<file path="src/rtl/dma_word_mover.sv">
module dma_word_mover #(
  parameter int ADDR_W  = 32,
  parameter int CNT_W   = 16,
  parameter int KEY_W   = 3,
  parameter int SYS_KEY = 6,
  parameter int DEV_KEY = 5
) (
  input  logic              clk,
  input  logic              rst_n,
  input  logic              start,
  input  logic              is_store,
  input  logic [KEY_W-1:0]  key,
  input  logic [CNT_W-1:0]  req_cnt,
  input  logic [ADDR_W-1:0] addr_in,
  input  logic [31:0]       dep_in,
  output logic              busy,
  output logic              done,
  output logic              kill,
  output logic [31:0]       dep_out,
  output logic              mem_req,
  output logic              mem_we,
  output logic [ADDR_W-1:0] mem_addr,
  output logic [3:0]        mem_be,
  output logic [31:0]       mem_wdata,
  input  logic              mem_ack,
  input  logic [31:0]       mem_rdata
);

  typedef enum logic [1:0] {S_IDLE, S_REQ, S_DONE, S_KILL} st_t;
  st_t state;

  logic [1:0]        sz_d, sz_q;
  logic [ADDR_W-1:0] addr_al;
  logic [3:0]        mask_d, be_d;
  logic [KEY_W-1:0]  key_eff;
  logic              key_ok, accept;
  logic [31:0]       st_val, wdata_d, dep_q, rx;

  assign accept  = start && (state == S_IDLE);
  assign sz_d    = req_cnt[2] ? 2'd2 : (req_cnt[1] ? 2'd1 : 2'd0);
  assign key_eff = (key < KEY_W'(DEV_KEY)) ? KEY_W'(SYS_KEY) : key;
  assign key_ok  = (key_eff == KEY_W'(SYS_KEY));

  always_comb begin
    addr_al = addr_in;
    mask_d  = 4'b0001;
    st_val  = dep_in >> 24;
    case (sz_d)
      2'd2: begin addr_al[1:0] = 2'b00; mask_d = 4'b1111; st_val = dep_in; end
      2'd1: begin addr_al[0] = 1'b0; mask_d = 4'b0011; st_val = dep_in >> 16; end
      default: ;
    endcase
  end

  assign be_d    = 4'(mask_d << addr_al[1:0]);
  assign wdata_d = st_val << {addr_al[1:0], 3'b000};
  assign rx      = mem_rdata >> {mem_addr[1:0], 3'b000};

  always_ff @(posedge clk or negedge rst_n) begin
    if (!rst_n) begin
      state     <= S_IDLE;
      sz_q      <= 2'd0;
      mem_addr  <= '0;
      mem_be    <= 4'b0;
      mem_we    <= 1'b0;
      mem_wdata <= 32'b0;
      dep_q     <= 32'b0;
      dep_out   <= 32'b0;
    end else begin
      case (state)
        S_IDLE: if (start) begin
          if (key_ok) begin
            state     <= S_REQ;
            sz_q      <= sz_d;
            mem_addr  <= addr_al;
            mem_be    <= be_d;
            mem_we    <= is_store;
            mem_wdata <= wdata_d;
            dep_q     <= dep_in;
          end else begin
            state <= S_KILL;
          end
        end
        S_REQ: if (mem_ack) begin
          state <= S_DONE;
          if (mem_we)
            dep_out <= dep_q;
          else
            case (sz_q)
              2'd2:    dep_out <= rx;
              2'd1:    dep_out <= {rx[15:0], dep_q[15:0]};
              default: dep_out <= {rx[7:0], dep_q[23:0]};
            endcase
        end
        default: state <= S_IDLE;
      endcase
    end
  end

  assign busy    = (state != S_IDLE);
  assign mem_req = (state == S_REQ);
  assign done    = (state == S_DONE);
  assign kill    = (state == S_KILL);

  AST_BE_WIDTH:   assert property (@(posedge clk) disable iff (!rst_n)
    mem_req |-> ($countones(mem_be) inside {1, 2, 4}));
  AST_WORD_ALIGN: assert property (@(posedge clk) disable iff (!rst_n)
    (mem_req && $countones(mem_be) == 4) |-> (mem_addr[1:0] == 2'b00));
  AST_REQ_HOLD:   assert property (@(posedge clk) disable iff (!rst_n)
    (mem_req && !mem_ack) |=> (mem_req && $stable(mem_addr) && $stable(mem_be) && $stable(mem_wdata)));
  AST_DONE_NEXT:  assert property (@(posedge clk) disable iff (!rst_n)
    (mem_req && mem_ack) |=> (done && !mem_req));
  AST_ONE_PHASE:  assert property (@(posedge clk) disable iff (!rst_n)
    $onehot0({done, kill, mem_req}));
  AST_KILL_PULSE: assert property (@(posedge clk) disable iff (!rst_n)
    kill |=> !kill);
  AST_BUSY_START: assert property (@(posedge clk) disable iff (!rst_n)
    (busy && start) |=> $stable(mem_addr));

endmodule

</file>
<file path="config.mk">
export PLATFORM = sky130hd
export DESIGN_NAME = dma_word_mover
export DESIGN_NICKNAME = d
export VERILOG_FILES = /design/src/rtl/dma_word_mover.sv
export SDC_FILE = /design/constraint.sdc
export NUM_CORES = 1
export LEC_CHECK = 0
export ABC_CLOCK_PERIOD_IN_PS = 2660
export CAP_MARGIN = 20
export CORE_MARGIN = 3
export CORE_UTILIZATION = 45
export CTS_CLUSTER_SIZE = 12
export DETAILED_ROUTE_END_ITERATION = 12
export GPL_ROUTABILITY_DRIVEN = 1
export MAX_ROUTING_LAYER = met4
export PLACE_DENSITY = 0.83
export SYNTH_ARGS = -nofsm -noshare
export SYNTH_HDL_FRONTEND = slang
export SYNTH_SLANG_ARGS = --single-unit
</file>
<file path="constraint.sdc">
create_clock -name clk -period 2.66 [get_ports clk]
set_input_delay 0.532 -clock clk [delete_from_list [all_inputs] [get_ports clk]]
set_output_delay 0.532 -clock clk [all_outputs]
set_load 0.01 [all_outputs]
</file>
Word-level counts from Yosys, hierarchy flattened:

Index checks and enable logic that the tools add are counted.
Widths: inputs -> output; s select.

* bits in registers: 137

* multiplexer cells: 13
* reductions and logical operators: 6
* shift-type cells: 3
* equal/unequal tests: 10
* magnitude comparators: 1

Operator list (number)
* $pmux 32 s2: 2
* $mux 32: 1
* $shl 32x5->32: 1
* $shr 32x5->32: 1
* $eq 2x2->1 const B: 4
* $mux 2: 4
* $pmux 4 s2: 1
* $eq 2x1->1 const B: 3
* $pmux 2 s2: 1
* $reduce_and 2->1: 2
* $shl 4x2->4: 1
* $eq 3x3->1 const B: 1
* $lt 3x3->1 const B: 1
* $mux 1: 3
* $mux 3: 1
* $reduce_and 3->1: 1
* $logic_not 2->1: 1
* $ne 2x1->1 const B: 1
* $ne 2x2->1 const B: 1
* $reduce_bool 2->1: 1
* $reduce_or 2->1: 1

Longest topological paths before layout:

* word-level depth: 6
* gate-level depth with buffers: 8
* gate-level depth less buffers: 6

Least setup slack after synthesis:

OpenSTA, ideal clock, no wires.

* path type: register -> register
* from: reg sz_q[0]
* to: reg dep_out[13]
* data arrival time: 1730 ps
* slack: 804 ps
* stages on the path, launching flop included: 8
* library setup time: 126 ps
* clock period less this slack: 1856 ps
* required time: 2534 ps
* cell sequence: dfrtp_1 -> inv_1 -> ha_1 -> or3_1 -> clkbuf_1 -> buf_4 -> a221oi_1 -> nor2_1

* longest elaborated chain between the ends: 3
* elaborated cells between the ends (all ways): 4

RTL lines
* start: declaration: line 32 `logic [1:0] sz_d, sz_q;`
* start signal: assignment: line 74 `sz_q <= sz_d;`
* $eq 2x1->1 / $eq 2x2->1 (equally long branches): line 89 `case (sz_q)`
* $pmux 32 s2 *: line 89
* $mux 32 *: line 86 `if (mem_we)`
* end signal: assignment: line 87 `dep_out <= dep_q;`
* end signal: assignment: line 90 `2'd2: dep_out <= rx;`
* end signal: assignment: line 91 `2'd1: dep_out <= {rx[15:0], dep_q[15:0]};`
* end: declaration: line 19 `output logic [31:0] dep_out,`

Mark *: on every way between the ends. The rest lies on a longest branch, timed or not.
A chain may end at the register's enable or synchronous reset.

Final worst setup path:

Same ends and word-level chain as after synthesis.

==> reports/metrics.yaml <==
status:
  status: "complete, no violations"
cells_and_area:
  nets: 1024
  multi_input_area_sq_mm: 0.00282
  layout.cells.most_common_list: "216 x nand2_1, 208 x clkdlybuf4s50_1, 137 x dfrtp_1"
  layout.area.seq_sq_mm: 0.00343
  final_common_cell: "nand2_1"
  final_area_sq_mm: 0.00942
  drive_gt1_share_pct: 9.29
  syn2layout_area_growth_pct: 43.7
  fillers: 1099
logic_synthesis:
  netlist_area_sq_mm: 0.00656
  yosysSeqAreaShare_pct: 52.3
  synth_fp_nets: 827
  synthArstFlopShare_pct: 100
  ys_warn_count: 0
  synth-main-ff-cell: "dfrtp_1"
  netlist_instances: 705
  syn_avg_cell_area_sq_um: 9.30
  synth_cell_types: 42
  synth_top_cell_area_share_pct: 52.3
  synth_area_leaders: "dfrtp_1 52%, nand2_1 12%, nor2_1 4.5%"
  synth_edf_count: 0
  synth_largest_area_cell: "dfrtp_1"
  ys_ff_latch: 137
cts:
  cts-root-buf: "clkbuf_16"
  clkSlewWorstSetupHoldPaths_ns: 0.06
  cts_buffers: 17
  clock_sinks: 137
  tritoncts: "built"
  postCtsSetupRepairBufs: 0
  cts_resized: 0
  h-tree-depth: 4
  cts_hold_buffers: 0
  clock_path_buffers: 2
  clock_latency_ns: 0.42
place:
  placed_area_sq_mm: 0.00878
  hpwl_mm: 15.2
  numPortBuffers: 209
  dp_slack_ns: 0.202
  place_congestion: 0.886
floorplanning:
  start_util_pct: 46.7
  io_pins: 225
  dieArea_sq_mm: 0.0161
  die_w_um: 127
  rows: 43
  die_y_um: 127
  core-area_sq_mm: 0.0140
run:
  cap_viol_max_count: 0
sta:
  finClkSkew_ns: 0.00567
  setup_viol: 0
  fin_crit_ns: 2.27
  worstMarginPinSlew_ns: 1.06
  fmax_mhz: 441
  post-route-period-util_pct: 85.2
  hold_violations: 0
  finalMaxSlewViolations: 0
  max_slew_margin_pct: 28.8
  fin_setup_tns_ns: 0
  rsz0062_at_grt: "false"
  fin_ws_ns: 0.393
  timing.hold.ws_ns: 0.125
global_routing:
  use_met2_pct: 40.5
  grt_pass1_vias: 6137
  antenna_found_initial: 1
  top_usage_layer: "met2"
  grt_util_met3_pct: 6.74
  grt_use_total_pct: 27.0
  grt_pass1_wl_mm: 32.9
  use_met1_pct: 35.5
  grt_max_degree: 70
  overflow: 0
worst_setup_path:
  ff2ff_setup_slack_ns: 0.39
  cp.arrival_ns: 2.56
  start_kind: "flop"
  worstPathRequired_ns: 2.96
  crit_fanout: 16
  end_kind: "flop"
  crit_type: "flop to flop"
power:
  power.total_mw: 9.60
  power.density_mw_per_mm2: 1020
  irDropWorstVdd_v: 0.000594
  p_leak_nw: 4.24
routing:
  route.detailed.drc: 0
  num_vias: 6092
  drtPass1Iterations: 6
  via_per_inst: 5.56
  drtIter0Drc: 585
  routed_wl_mm: 21.0
  antenna_left: 0
  avgRoutedWirePerCell_um: 19.2
min_path:
  hp-class: "input port to async pin"
## report_power, final
part           internal (mW)  total, mW  switching (mW)
sequential              2.87       3.38           0.510
clock                   1.66       2.56           0.900
combinational           1.90       3.66            1.76
total                   6.42       9.60            3.17
## worst paths after layout
check	start	to	depth (start not counted)
min	rst_n	dep_out[26]	1
min reg2reg	dep_q[18]	dep_q[18]	2
max reg2reg	sz_q[0]	dep_out[13]	5
max	sz_q[0]	dep_out[13]	5
max in group asynchronous	rst_n	mem_wdata[9]	2
min in group clk	dep_q[18]	dep_q[18]	2
## worst max-delay path, cell delays in order, from the launching register on
cell and delay (ns):
dfrtp_1 0.37, inv_1 0.06, ha_1 0.49, or3_1 0.70
a221oi_1 0.44, nor2_1 0.08
## logic make-up after synthesis
kind of cell | after synthesis | synth area share, %
adders and majority gates | 2 | 0.382
muxes | 40 | 6.72
DFF | 137 | 52.3
AOI/OAI and AO/OA | 135 | 15.2
and+or+nand+nor | 333 | 20.5
buffers and inverters | 58 | 4.89
## through the flow
step | cells | util [%]
floorplan | 705 | -
global placement | 1063 | 62.6
detailed placement | 1063 | 62.6
CTS | 1095 | 67.1
global route | 1096 | 67.1
finish | 1096 | 67.1
## cells in the mapped netlist, types with 5 or more instances
library cell	number
a21oi_1	18
a221oi_1	32
a22o_1	16
a22oi_1	7
a2bb2oi_1	7
and3_1	6
buf_2	19
buf_4	5
buf_6	8
clkbuf_1	16
dfrtp_1	137
inv_1	7
mux2_2	24
mux2i_1	14
nand2_1	216
nand3_1	9
nor2_1	78
nor2b_1	11
o21ai_0	25
o22ai_1	6
o31ai_1	8
## state kept, by name (all words and copies together), names as in the netlist
name	flops
dep_q	32
mem_we	1
state	2
mem_addr	32
dep_out	32
sz_q	2
mem_wdata	32
mem_be	4
## layer usage
layer  share of wire, %  up-vias
met1                 43     2908
met5                  0        -
met2                 46      325
met4                2.7        0
li1                   -     2817
met3                8.8       42
## area by class of cell
cell class / instances / area share [%]
sequential: 137 / 36.4
multi-input combinational: 510 / 30.0
timing repair buffer: 229 / 24.2
clock buffer: 19 / 4.60
tap: 180 / 2.39
clock inverter: 13 / 2.13
inverter: 7 / 0.279
antenna: 1 / 0.0266
Power figures use the tool's default switching activity.
